<file path="src/rtl/mbp_pkg.sv">
package mbp_pkg;

    typedef enum logic [2:0] {
        ST_IDLE   = 3'd0,
        ST_ADR_HI = 3'd1,
        ST_ADR_LO = 3'd2,
        ST_XFER   = 3'd3,
        ST_FIN    = 3'd4
    } mbp_state_e;

    typedef enum logic {
        SRC_CORE = 1'b0,
        SRC_DMA  = 1'b1
    } mbp_src_e;

endpackage

</file>
<file path="src/rtl/mbp_arb.sv">
module mbp_arb
    import mbp_pkg::*;
#(
    parameter int AW = 24,
    parameter int DW = 16
) (
    input  logic          ready,
    input  logic          core_req,
    input  logic          core_wr,
    input  logic          core_byte,
    input  logic [AW-1:0] core_addr,
    input  logic [DW-1:0] core_wdata,
    input  logic          dma_req,
    input  logic          dma_wr,
    input  logic          dma_byte,
    input  logic [AW-1:0] dma_addr,
    input  logic [DW-1:0] dma_wdata,
    output logic          go,
    output mbp_src_e      sel_src,
    output logic          sel_wr,
    output logic          sel_byte,
    output logic [AW-1:0] sel_addr,
    output logic [DW-1:0] sel_wdata,
    input  logic          done,
    input  mbp_src_e      done_src,
    output logic          core_done,
    output logic          dma_done
);

    // fixed priority: the core path wins over DMA
    always_comb begin
        go = ready && (core_req || dma_req);
        if (core_req) begin
            sel_src   = SRC_CORE;
            sel_wr    = core_wr;
            sel_byte  = core_byte;
            sel_addr  = core_addr;
            sel_wdata = core_wdata;
        end else begin
            sel_src   = SRC_DMA;
            sel_wr    = dma_wr;
            sel_byte  = dma_byte;
            sel_addr  = dma_addr;
            sel_wdata = dma_wdata;
        end
    end

    always_comb begin
        core_done = done && (done_src == SRC_CORE);
        dma_done  = done && (done_src == SRC_DMA);
    end

endmodule

</file>
<file path="src/rtl/mbp_fsm.sv">
module mbp_fsm
    import mbp_pkg::*;
#(
    parameter int AW = 24,
    parameter int DW = 16
) (
    input  logic          clk,
    input  logic          rst_n,
    input  logic          go,
    input  mbp_src_e      sel_src,
    input  logic          sel_wr,
    input  logic          sel_byte,
    input  logic [AW-1:0] sel_addr,
    input  logic [DW-1:0] sel_wdata,
    output logic          ready,
    output logic          ale,
    output logic          rd,
    output logic          wr,
    output logic [DW-1:0] ad_o,
    output logic          ad_oe,
    input  logic [DW-1:0] ad_i,
    output logic [DW-1:0] rdata,
    output logic          busy,
    output logic          done,
    output mbp_src_e      done_src
);

    localparam int HW = AW - DW;   // upper address bits, byte mode
    localparam int BW = DW / 2;    // byte lane width

    mbp_state_e state, nxt;

    logic          lat_wr, lat_byte;
    logic [AW-1:0] lat_addr;
    logic [DW-1:0] lat_wdata;
    mbp_src_e      lat_src;

    logic          eff_wr, eff_byte;
    logic [AW-1:0] eff_addr;
    logic [DW-1:0] eff_wdata;

    assign ready = (state == ST_IDLE) || (state == ST_FIN);

    // fields of the transfer that owns the next state
    always_comb begin
        if (go) begin
            eff_wr    = sel_wr;
            eff_byte  = sel_byte;
            eff_addr  = sel_addr;
            eff_wdata = sel_wdata;
        end else begin
            eff_wr    = lat_wr;
            eff_byte  = lat_byte;
            eff_addr  = lat_addr;
            eff_wdata = lat_wdata;
        end
    end

    always_comb begin
        nxt = state;
        unique case (state)
            ST_IDLE:   nxt = go ? (sel_byte ? ST_ADR_HI : ST_ADR_LO) : ST_IDLE;
            ST_ADR_HI: nxt = ST_ADR_LO;
            ST_ADR_LO: nxt = ST_XFER;
            ST_XFER:   nxt = ST_FIN;
            ST_FIN:    nxt = go ? (sel_byte ? ST_ADR_HI : ST_ADR_LO) : ST_IDLE;
            default:   nxt = ST_IDLE;
        endcase
    end

    // state register and request latch
    always_ff @(posedge clk or negedge rst_n) begin
        if (!rst_n) begin
            state     <= ST_IDLE;
            lat_wr    <= 1'b0;
            lat_byte  <= 1'b0;
            lat_addr  <= '0;
            lat_wdata <= '0;
            lat_src   <= SRC_CORE;
        end else begin
            state <= nxt;
            if (go) begin
                lat_wr    <= sel_wr;
                lat_byte  <= sel_byte;
                lat_addr  <= sel_addr;
                lat_wdata <= sel_wdata;
                lat_src   <= sel_src;
            end
        end
    end

    // registered outputs, aligned with the state they belong to
    always_ff @(posedge clk or negedge rst_n) begin
        if (!rst_n) begin
            ale      <= 1'b0;
            rd       <= 1'b0;
            wr       <= 1'b0;
            ad_o     <= '0;
            ad_oe    <= 1'b0;
            busy     <= 1'b0;
            done     <= 1'b0;
            done_src <= SRC_CORE;
            rdata    <= '0;
        end else begin
            ale   <= (nxt == ST_ADR_HI) || (nxt == ST_ADR_LO);
            rd    <= (nxt == ST_XFER) && !eff_wr;
            wr    <= (nxt == ST_XFER) && eff_wr;
            ad_oe <= (nxt == ST_ADR_HI) || (nxt == ST_ADR_LO) ||
                     ((nxt == ST_XFER) && eff_wr);
            busy  <= (nxt != ST_IDLE) && (nxt != ST_FIN);
            done  <= (nxt == ST_FIN);
            if (nxt == ST_FIN)
                done_src <= lat_src;
            unique case (nxt)
                ST_ADR_HI: ad_o <= {{(DW-HW){1'b0}}, eff_addr[AW-1:DW]};
                ST_ADR_LO: ad_o <= eff_addr[DW-1:0];
                ST_XFER:   ad_o <= eff_byte ? {{(DW-BW){1'b0}}, eff_wdata[BW-1:0]}
                                            : eff_wdata;
                default:   ad_o <= '0;
            endcase
            // sample on the edge where the read strobe falls
            if (state == ST_XFER && !lat_wr)
                rdata <= lat_byte ? {{(DW-BW){1'b0}}, ad_i[BW-1:0]} : ad_i;
        end
    end


    one_strobe_chk: assert property (@(posedge clk) disable iff (!rst_n)
        $onehot0({ale, rd, wr}));


    rd_float_chk: assert property (@(posedge clk) disable iff (!rst_n)
        rd |-> !ad_oe);


    wr_drive_chk: assert property (@(posedge clk) disable iff (!rst_n)
        wr |-> ad_oe);


    done_free_chk: assert property (@(posedge clk) disable iff (!rst_n)
        done |-> !busy);


    strobe_done_chk: assert property (@(posedge clk) disable iff (!rst_n)
        (rd || wr) |=> done);


    lo_strobe_chk: assert property (@(posedge clk) disable iff (!rst_n)
        (state == ST_ADR_LO) |=> (rd || wr));


    hi_lo_chk: assert property (@(posedge clk) disable iff (!rst_n)
        (state == ST_ADR_HI) |=> (state == ST_ADR_LO && ale && ad_oe));

endmodule

</file>
<file path="src/rtl/mux_bus_port.sv">
module mux_bus_port
    import mbp_pkg::*;
#(
    parameter int AW = 24,
    parameter int DW = 16
) (
    input  logic          clk,
    input  logic          rst_n,
    input  logic          core_req,
    input  logic          core_wr,
    input  logic          core_byte,
    input  logic [AW-1:0] core_addr,
    input  logic [DW-1:0] core_wdata,
    output logic          core_done,
    input  logic          dma_req,
    input  logic          dma_wr,
    input  logic          dma_byte,
    input  logic [AW-1:0] dma_addr,
    input  logic [DW-1:0] dma_wdata,
    output logic          dma_done,
    output logic [DW-1:0] rdata,
    output logic          busy,
    output logic          bus_ale,
    output logic          bus_rd,
    output logic          bus_wr,
    output logic [DW-1:0] ad_o,
    output logic          ad_oe,
    input  logic [DW-1:0] ad_i
);

    logic          go, ready, done;
    mbp_src_e      sel_src, done_src;
    logic          sel_wr, sel_byte;
    logic [AW-1:0] sel_addr;
    logic [DW-1:0] sel_wdata;

    mbp_arb #(.AW(AW), .DW(DW)) i_arb (
        .ready      (ready),
        .core_req   (core_req),
        .core_wr    (core_wr),
        .core_byte  (core_byte),
        .core_addr  (core_addr),
        .core_wdata (core_wdata),
        .dma_req    (dma_req),
        .dma_wr     (dma_wr),
        .dma_byte   (dma_byte),
        .dma_addr   (dma_addr),
        .dma_wdata  (dma_wdata),
        .go         (go),
        .sel_src    (sel_src),
        .sel_wr     (sel_wr),
        .sel_byte   (sel_byte),
        .sel_addr   (sel_addr),
        .sel_wdata  (sel_wdata),
        .done       (done),
        .done_src   (done_src),
        .core_done  (core_done),
        .dma_done   (dma_done)
    );

    mbp_fsm #(.AW(AW), .DW(DW)) i_fsm (
        .clk       (clk),
        .rst_n     (rst_n),
        .go        (go),
        .sel_src   (sel_src),
        .sel_wr    (sel_wr),
        .sel_byte  (sel_byte),
        .sel_addr  (sel_addr),
        .sel_wdata (sel_wdata),
        .ready     (ready),
        .ale       (bus_ale),
        .rd        (bus_rd),
        .wr        (bus_wr),
        .ad_o      (ad_o),
        .ad_oe     (ad_oe),
        .ad_i      (ad_i),
        .rdata     (rdata),
        .busy      (busy),
        .done      (done),
        .done_src  (done_src)
    );


    done_owner_chk: assert property (@(posedge clk) disable iff (!rst_n)
        !(core_done && dma_done));


    core_first_chk: assert property (@(posedge clk) disable iff (!rst_n)
        (core_req && dma_req && !busy && !bus_rd && !bus_wr) |=>
            (bus_ale && ad_oe));

endmodule

</file>
<file path="config.mk">
export PLATFORM = sky130hd
export DESIGN_NAME = mux_bus_port
export DESIGN_NICKNAME = d
export VERILOG_FILES = /design/src/rtl/mbp_pkg.sv /design/src/rtl/mbp_arb.sv /design/src/rtl/mbp_fsm.sv /design/src/rtl/mux_bus_port.sv
export SDC_FILE = /design/constraint.sdc
export NUM_CORES = 1
export LEC_CHECK = 0
export BUFFER_PORTS_ARGS = -buffer_cell sky130_fd_sc_hd__buf_2
export CORE_MARGIN = 2
export CORE_UTILIZATION = 49
export CTS_CLUSTER_DIAMETER = 40
export DETAILED_ROUTE_END_ITERATION = 8
export PLACE_DENSITY = 0.92
export REMOVE_ABC_BUFFERS = 1
export SYNTH_ARGS = -nofsm -noshare
export SYNTH_HDL_FRONTEND = slang
export SYNTH_HIERARCHICAL = 1
export SYNTH_SLANG_ARGS = --single-unit
export TNS_END_PERCENT = 20
</file>
<file path="constraint.sdc">
create_clock -name clk -period 2.3 [get_ports clk]
set_input_delay 0.46 -clock clk [delete_from_list [all_inputs] [get_ports clk]]
set_output_delay 0.46 -clock clk [all_outputs]
set_load 0.01 [all_outputs]
</file>
==> reports/metrics.cfg, run 1 <==
[yosys]
synth_enable_flop_cells=0
ys_seq_area_frac=0.510
ys_seq_elements=77
avgSynthCellArea_um2=13.6
synth_area_um2=3780
ys_types=33
ys_warn_count=6
dominantRegCellSynth=dfrtp_1
async_flop_share=1.00
synth_cells=278

[cells_and_area]
area_delta_synth_final_pct=24.1
nFillCells=625
seqCellArea_um2=1930
multi_input_area_um2=1610
final_common_cell=buf_2
nets=524
final_cell_mix=141 x buf_2, 77 x dfrtp_1, 38 x mux2_4
antenna_cells=0
drive_above_1_share=0.529
final_cell_area_um2=4690

[cts]
clockRootBuffer=clkbuf_8
numCtsBuffers=9
htreeDepth=3
clk-insertion-delay-late_ns=0.34
ctsHoldBuffers=0
cts.sinks=77
cts_tree=built
clockBufferDepth=2
cts_setup_buffers=0
clkSlewWorstSetupHoldPaths_ns=0.07
cts_resized=0

[worst_setup_path]
crit_family=flip-flops
cp.buffers_inverters=1
regToRegSetupSlack_ns=0.30
worstRegToRegCells=6
critPathArrivalTime_ns=2.17
slowest_stage=dfrtp_1
path_depth=6
critical_path_class=flop to flop
cp-end-kind=flop
start_kind=flop
critical_path.max_stage_delay_ns=0.46
crit_path_max_fanout=24
path_cells=nor2_1, o21a_2, buf_4, mux2_2, nand2b_1, o211ai_1
cp.required_ns=2.48

[sta]
holdWs_ns=0.265
finalSetupViolCount=0
layout_min_cycle_time_ns=2.00
clock.fmax_mhz=501
rsz0062_at_grt=no
hold_viol=0
slew_headroom=0.344
drv_slew=0
post-route-period-util=0.868
skew_ns=0.00676
tightest_slew_ns=0.981

[grt]
grt_first_pass_wirelength_mm=12.5
grt_max_degree=78
grt-ovfl-total=0
antenna_found_initial=0
grtUsageTotal=0.188
grt_pass1_vias=2635

[floorplanning]
die_x_um=91.8
core-area_um2=7610
rows=32
ioPinCount=143
start_util=0.497
die_h_um=91.8
die-area_um2=8430

[placement]
hpwl_mm=5.78
routabilityCongestion=0.787
place_area_um2=4510
port-buffer-count=142

[status]
status=complete, no violations

[run]
cap_violations=0

[detailed_routing]
vias_per_cell=5.03
remaining_drc_errors=0
drt_iter0_drc=117
routed_wirelength_mm=7.78
dr.pass1.iters=4
postRouteAntennaNets=0
wire_per_inst_um=14.8
vias=2650

[worst_hold_path]
hold_path.class=primary input to asynchronous set/reset pin

[power]
vdd_drop_max_uv=422
p_leak_uw=0.00243
p_per_area_nw_per_um2=1130

layout make-up:
cell class              instances  area share
inverters                      19      0.0152
clock inverters                 4     0.00480
clock buffers                  12      0.0331
well taps                     102      0.0272
flip-flops and latches         77       0.411
repair buffers                149       0.166
multi-input cells             164       0.343
cell families (layout without fill, tap and decap cells):
family | after synthesis | count (layout) | synth area share
AO/OA/AOI/OAI | 29 | 29 | 0.0550
XOR/XNOR | 1 | 1 | 0.00232
buffers and inverters | 37 | 184 | 0.0649
flip-flops | 77 | 77 | 0.510
multiplexers | 86 | 86 | 0.289
AND/OR/NAND/NOR | 48 | 48 | 0.0788
cells in the mapped netlist (2+ instances only):
library cell,number,area share
dfrtp_1,77,0.51
mux2_4,38,0.15
inv_1,19,0.019
mux2_2,19,0.057
nand2b_1,18,0.030
mux2i_1,16,0.042
mux2_1,13,0.039
nand2_1,8,0.0079
nand4_1,8,0.013
o211ai_1,8,0.016
o21ai_1,8,0.011
o2bb2ai_1,8,0.019
buf_4,6,0.012
buf_12,4,0.021
nor2_1,4,0.0040
buf_2,3,0.0040
clkbuf_1,3,0.0030
buf_6,2,0.0060
nor2b_1,2,0.0033
through the flow:
stage / total power, µW / setup TNS (ns) / instances / worst slack, ns / util
finish: 5290 / 0 / 527 / 0.305 / 0.616
global route: 5670 / 0 / 527 / 0.161 / 0.616
CTS: 5350 / 0 / 527 / 0.291 / 0.616
detailed placement: 4440 / 0 / 511 / 0.164 / 0.593
global placement: 4300 / 0 / 511 / 0.212 / 0.593
floorplan: 3640 / -29.85 / 260 / -0.830 / -
registers in the layout, summed over array words and instances (netlist names):
signal           cells
i_fsm/ad_o          16
i_fsm/lat_addr      16
i_fsm/lat_wdata     16
i_fsm/rdata         16
i_fsm/state          3
i_fsm/ad_oe          1
i_fsm/ale            1
i_fsm/busy           1
i_fsm/done           1
i_fsm/done_src       1
i_fsm/lat_byte       1
i_fsm/lat_src        1
i_fsm/lat_wr         1
i_fsm/rd             1
i_fsm/wr             1
worst reg2reg max path, stage by stage, from the launching register on:
cell and delay (ns):
dfrtp_1 0.46, nor2_1 0.18, o21a_2 0.28, buf_4 0.37, mux2_2 0.40, nand2b_1 0.07
o211ai_1 0.09
final timing paths:
| path | from | endpoint |
|---|---|---|
| max | i_fsm/state[1]$_DFF_PN0_ | i_fsm/ad_o[1]$_DFF_PN0_ |
| min | rst_n | i_fsm/ale$_DFF_PN0_ |
| max reg2reg | i_fsm/state[1]$_DFF_PN0_ | i_fsm/ad_o[1]$_DFF_PN0_ |
| min reg2reg | i_fsm/lat_addr[11]$_DFF_PN0_ | i_fsm/lat_addr[11]$_DFF_PN0_ |
| max in group asynchronous | rst_n | i_fsm/ad_o[12]$_DFF_PN0_ |
| min in group clk | ad_i[4] | i_fsm/rdata[4]$_DFFE_PN0P_ |
layer usage:
metal,up-vias,GRT usage,part of all wire
met2,95,0.324,0.51
met5,-,0,0
met3,13,0.0312,0.052
li1,1248,-,-
met4,0,0.0684,0.014
met1,1294,0.239,0.42
report_power, final:
part           total (µW)  internal, µW  switching, µW
registers            2230          1980            255
clock network         895           445            449
logic                2160          1030           1130
Note: power is estimated with default switching activity, not from simulation.
==> run 2: changes to the inputs <==
Settings changed: CORE_UTILIZATION 49 to 44, PLACE_DENSITY 0.92 to 0.88.
Clock period 2.3 ns to 1.8 ns, I/O delays scaled along.
==> run 2 against run 1 <==
Compared with the run above:
- sequential share of layout area is 1.5 points lower
- clock power rose by 46%
- via count is 1.6% higher
==> reports/metrics.cfg, run 2 (synthesized netlist as in run 1, its figures left out) <==
[status]
status=complete, no violations  ; unchanged

[detailed_routing]
dr.pass1.iters=4  ; unchanged
drt_iter0_drc=83  ; was 117
remaining_drc_errors=0  ; unchanged
vias=2693  ; was 2,650
vias_per_cell=4.95  ; was 5.03
wire_per_inst_um=15.3  ; was 14.8 µm
postRouteAntennaNets=0  ; unchanged
routed_wirelength_mm=8.30  ; was 7.78 mm

[cells_and_area]
area_delta_synth_final_pct=28.9  ; was 24.1%
seqCellArea_um2=1930  ; unchanged
nets=538  ; was 524
drive_above_1_share=0.544  ; was 0.529
final_common_cell=buf_2  ; unchanged
nFillCells=706  ; was 625
antenna_cells=0  ; unchanged
final_cell_mix=141 x buf_2, 77 x dfrtp_1, 38 x mux2_4  ; unchanged
multi_input_area_um2=1610  ; about the same

[sta]
setup_tns_ns=0  ; unchanged
post-route-period-util=0.960  ; was 0.868
slew_headroom=0.607  ; was 0.344
drv_slew=0  ; unchanged
rsz0062_at_grt=no  ; unchanged
finalSetupViolCount=0  ; unchanged
skew_ns=0.00800  ; was 0.00676 ns
holdWs_ns=0.225  ; was 0.265 ns
clock.fmax_mhz=579  ; was 501 MHz
tightest_slew_ns=0.590  ; was 0.981 ns
fin_ws_ns=0.0721  ; was 0.305 ns
layout_min_cycle_time_ns=1.73  ; was 2.00 ns
hold_viol=0  ; unchanged

[power]
total_power_uw=7190  ; was 5290 µW
combPwrFrac=0.425  ; was 0.409
power.switching_uw=2520  ; was 1840 µW
pwr-share-clk=0.182  ; was 0.169
intPower_uw=4660  ; was 3450 µW
p_leak_uw=0.00252  ; was 0.00243 µW
p_per_area_nw_per_um2=1480  ; was 1130 nW/µm²
p_seq_frac=0.393  ; was 0.422
p_sw_frac=0.351  ; was 0.347
vdd_drop_max_uv=852  ; was 422 µV

[cts]
htreeDepth=3  ; unchanged
clk-insertion-delay-late_ns=0.34  ; about the same
clkSlewWorstSetupHoldPaths_ns=0.08  ; was 0.07 ns
numCtsBuffers=9  ; unchanged
cts_tree=built  ; unchanged
clockBufferDepth=2  ; unchanged
clockRootBuffer=clkbuf_8  ; unchanged
cts.sinks=77  ; unchanged

[worst_setup_path]
cp.required_ns=2.06  ; was 2.48 ns
start_kind=flop  ; unchanged
regToRegSetupSlack_ns=0.07  ; was 0.30 ns
crit_path_max_fanout=11  ; was 24
critPathArrivalTime_ns=1.99  ; was 2.17 ns
cp-end-kind=flop  ; unchanged
critical_path_class=flop to flop  ; unchanged
r2r-start=i_fsm/state[0]$_DFF_PN0_  ; was i_fsm/state[1]$_DFF_PN0_
worstRegToRegCells=4  ; was 6
reg2reg_to=i_fsm/ad_o[10]$_DFF_PN0_  ; was i_fsm/ad_o[1]$_DFF_PN0_

[grt]
grtUsageTotal=0.184  ; was 0.188
grt_pass1_vias=2979  ; was 2,635
antenna_found_initial=0  ; unchanged
grt_max_degree=39  ; was 78
grt_first_pass_wirelength_mm=13.8  ; was 12.5 mm
grt-ovfl-total=0  ; unchanged

[worst_hold_path]
hold_path.class=primary input to flop  ; was primary input to asynchronous set/reset pin
min_to=i_fsm/rdata[1]$_DFFE_PN0P_
holdPathStages=2
hold_start=ad_i[1]

[floorplanning]
core-area_um2=8260  ; was 7610 µm²
die_h_um=96.7  ; was 91.8 µm
die-area_um2=9340  ; was 8430 µm²
die_x_um=96.7  ; was 91.8 µm
start_util=0.457  ; was 0.497
ioPinCount=143  ; unchanged
rows=33  ; was 32

[placement]
port-buffer-count=142  ; unchanged
hpwl_mm=6.10  ; was 5.78 mm
place_worst_setup_slack_ns=-0.00276  ; was 0.164 ns
routabilityCongestion=0.776  ; was 0.787

[run]
cap_violations=0  ; unchanged

[run 2: cell count changes in the layout (fill, tap and decap cells not counted)]
cell and change:
inv_6 +2, dlygate4sd3_1 +1, clkbuf_1 -1, o21a_2 -1
bufinv_16 +1, clkinv_4 +1, clkinv_2 -1, o21a_4 +1
buf_4 +10, buf_12 +2, clkbuf_8 -2, clkbuf_16 +1
[run 2: final cells by class]
| type | count | area share |
|---|---|---|
| clock buffers | 9 | 0.0254 |
| clock inverters | 7 | 0.0152 |
| inverters | 19 | 0.0146 |
| multi-input cells | 164 | 0.331 |
| flip-flops and latches | 77 | 0.396 |
| well taps | 105 | 0.0270 |
| repair buffers | 163 | 0.191 |
[run 2: routing by layer]
metal | up-vias | track usage | routed length (µm)
met2 | 96 | 0.319 | 4210
met1 | 1310 | 0.225 | 3550
met3 | 11 | 0.0571 | 461
met5 | - | 0 | 0
met4 | 0 | 0.0433 | 76
li1 | 1276 | - | -
[run 2: metrics by stage]
stage                     std cells  area [µm²]  utilization
after floorplan                 260        3600            -
after global placement          525        4620        0.560
after detailed placement        525        4620        0.560
after CTS                       542        4830        0.585
after global routing            544        4870        0.590
final                           544        4870        0.590
[run 2: how the worst max path moves through the flow]
stage / start / endpoint / slack, ns / cells past startpoint
after floorplan: i_fsm/state[1]$_DFF_PN0_ / i_fsm/ad_o[2]$_DFF_PN0_ / -1.33 / 4
after global placement: core_req / i_fsm/ad_o[10]$_DFF_PN0_ / 0.08 / 5
after detailed placement: core_req / i_fsm/ad_o[3]$_DFF_PN0_ / -0.003 / 6
after CTS: i_fsm/state[0]$_DFF_PN0_ / i_fsm/ad_o[3]$_DFF_PN0_ / 0.03 / 6
after global routing: i_fsm/state[0]$_DFF_PN0_ / i_fsm/ad_o[7]$_DFF_PN0_ / 0.006 / 6
final: i_fsm/state[0]$_DFF_PN0_ / i_fsm/ad_o[10]$_DFF_PN0_ / 0.07 / 4
[run 2: timing repair]
item / CTS / global route
hold buffers: 1 / 0
setup endpoints to repair: 0 / 11
buffers inserted: 0 / 1
endpoints found under the hold margin: 35 / 0
resized for setup: 0 / 1
[run 2: power by group through the flow]
stage          combinational (µW)  clock, µW  sequential (µW)
2_1_floorplan                1690          0             2970
3_3_place_gp                 2840          0             2820
3_5_place_dp                 2970          0             2860
4_1_cts                      2980       1340             2830
5_1_grt                      3340       1420             2920
6_report                     3050       1310             2820
[run 2: worst max-delay path, cell delays in order (launching register included)]
cell and delay, ns:
dfrtp_1 0.41, buf_4 0.16, or3b_1 0.64, nor2_8 0.27, o2bb2ai_1 0.16
==> run 3: changes to the inputs <==
Settings changed: BUFFER_PORTS_ARGS -buffer_cell sky130_fd_sc_hd__buf_2 to -buffer_cell sky130_fd_sc_hd__buf_4.
==> run 3 against run 2 <==
Compared with the run above:
- non-clock buffer count is 5 lower
- critical path depth stayed put
- cell count down 0.92%
- worst setup slack gained 0.071 ns
- flip-flop and latch count unchanged
- combinational power rose by 5%
- worst hold slack better by 0.00089 ns
- routed wire length is 2.3% lower
- largest cell class unchanged
==> reports/metrics.cfg, run 3 (synthesized netlist as in run 1, its figures left out) <==
[grt]
antenna_found_initial=0  ; unchanged
grt-ovfl-total=0  ; unchanged
grt_pass1_vias=2874  ; was 2,979
grtUsageTotal=0.181  ; was 0.184
grt_first_pass_wirelength_mm=13.8  ; about the same
grt_max_degree=34  ; was 39

[cells_and_area]
final_cell_area_um2=5220  ; was 4870 µm²
multi_input_area_um2=1620  ; was 1610 µm²
nFillCells=631  ; was 706
seqCellArea_um2=1930  ; unchanged
final_cell_mix=154 x buf_4, 77 x dfrtp_1, 38 x mux2_4  ; was 141 x buf_2, 77 x dfrtp_1, 38 x mux2_4
final_common_cell=buf_4  ; was buf_2
area_delta_synth_final_pct=38.2  ; was 28.9%
drive_above_1_share=0.541  ; was 0.544
nets=533  ; was 538
antenna_cells=0  ; unchanged

[placement]
place_worst_setup_slack_ns=0.0630  ; was -0.00276 ns
port-buffer-count=142  ; unchanged
hpwl_mm=6.25  ; was 6.10 mm
place_area_um2=4950  ; was 4620 µm²
routabilityCongestion=0.792  ; was 0.776

[worst_setup_path]
cp-end-kind=flop  ; unchanged
critical_path_class=flop to flop  ; unchanged
path_cells=buf_4, or3b_1, nor2_8, o2bb2ai_1  ; unchanged
critical_path.max_stage_delay_ns=0.63  ; was 0.64 ns
start_kind=flop  ; unchanged
cp.required_ns=2.06  ; about the same
slowest_stage=or3b_1  ; unchanged
critPathArrivalTime_ns=1.92  ; was 1.99 ns
crit_path_max_fanout=11  ; unchanged

[detailed_routing]
dr.pass1.iters=6  ; was 4
routed_wirelength_mm=8.11  ; was 8.30 mm
drt_iter0_drc=124  ; was 83
postRouteAntennaNets=0  ; unchanged
vias=2621  ; was 2,693
wire_per_inst_um=15.1  ; was 15.3 µm
remaining_drc_errors=0  ; unchanged
vias_per_cell=4.86  ; was 4.95

[power]
vdd_drop_max_uv=629  ; was 852 µV
p_per_area_nw_per_um2=1460  ; was 1480 nW/µm²
total_power_uw=7600  ; was 7190 µW
p_leak_uw=0.00261  ; was 0.00252 µW

[cts]
cts.sinks=77  ; unchanged
clockRootBuffer=clkbuf_8  ; unchanged
cts_setup_buffers=0  ; unchanged
clockBufferDepth=2  ; unchanged
cts_tree=built  ; unchanged
clkSlewWorstSetupHoldPaths_ns=0.08  ; about the same
numCtsBuffers=9  ; unchanged
clk-insertion-delay-late_ns=0.34  ; about the same
htreeDepth=3  ; unchanged

[floorplanning]
core-area_um2=8260  ; unchanged
ioPinCount=143  ; unchanged
die-area_um2=9340  ; unchanged
die_x_um=96.7  ; unchanged
rows=33  ; unchanged
die_h_um=96.7  ; unchanged
start_util=0.457  ; unchanged

[run]
cap_violations=0  ; unchanged

[sta]
clock.fmax_mhz=604  ; was 579 MHz
tightest_slew_ns=0.542  ; was 0.590 ns
finalSetupViolCount=0  ; unchanged
rsz0062_at_grt=no  ; unchanged
hold_viol=0  ; unchanged
skew_ns=0.00733  ; was 0.00800 ns
layout_min_cycle_time_ns=1.66  ; was 1.73 ns
setup_tns_ns=0  ; unchanged
drv_slew=0  ; unchanged
fin_ws_ns=0.143  ; was 0.0721 ns
slew_headroom=0.638  ; was 0.607
post-route-period-util=0.920  ; was 0.960
holdWs_ns=0.225  ; about the same

[status]
status=complete, no violations  ; unchanged

[worst_hold_path]
hold_path.class=primary input to flop  ; unchanged

-- run 3: changes by cell type in the layout (fill, tap and decap cells not counted), sizes merged --
cell,before,now
inv,21,19
clkinv,3,1
buf,161,157
clkinvlp,1,2
bufinv,1,3
-- run 3: what timing repair did --
action,CTS,global route
setup endpoints to repair,0,5
resized for setup,0,2
hold buffers,1,0
hold endpoints to repair,30,0
-- run 3: power breakdown --
part / switching (µW) / internal (µW) / leakage (µW)
Sequential: 300 / 2530 / 0.000945
Combinational: 1530 / 1670 / 0.00155
Clock: 622 / 956 / 0.000119
Total: 2450 / 5150 / 0.00261
-- run 3: area by class of cell --
class,count,share of cell area
clock buffer,10,0.0264
clock inverter,6,0.0211
inverter,19,0.0137
multi-input combinational,164,0.310
sequential,77,0.369
tap,105,0.0252
timing repair buffer,158,0.235
-- run 3: routing by layer --
metal  GRT usage  wire [µm]
met1       0.227       3430
met2       0.306       4010
met3      0.0535        526
met4      0.0520        142
met5           0          0
-- run 3: worst max-delay path, delay by kind of cell, from the launching register on --
kind                   cells  cell delay, ns
buffers and inverters      1            0.16
AND/OR/NAND/NOR            2            0.90
flip-flops                 1            0.38
AO/OA/AOI/OAI              1            0.14
-- run 3: path summary, 6_finish.rpt --
check                                             from                           end  slack (ns)  cells after the start
max                           i_fsm/state[0]$_DFF_PN0_       i_fsm/ad_o[9]$_DFF_PN0_        0.14                      4
min                                            ad_i[3]    i_fsm/rdata[3]$_DFFE_PN0P_        0.23                      2
max reg2reg                   i_fsm/state[0]$_DFF_PN0_       i_fsm/ad_o[9]$_DFF_PN0_        0.14                      4
min reg2reg                i_fsm/lat_addr[8]$_DFF_PN0_   i_fsm/lat_addr[8]$_DFF_PN0_        0.48                      2
max in group asynchronous                        rst_n  i_fsm/lat_wdata[3]$_DFF_PN0_        0.74                      3
min in group asynchronous                        rst_n    i_fsm/rdata[8]$_DFFE_PN0P_        0.49                      2
-- run 3: metrics by stage --
stage                     cells   util
after floorplan             260      -
after global placement      522  0.600
after CTS                   539  0.631
final                       539  0.632
after detailed placement    522  0.600
after global routing        539  0.632
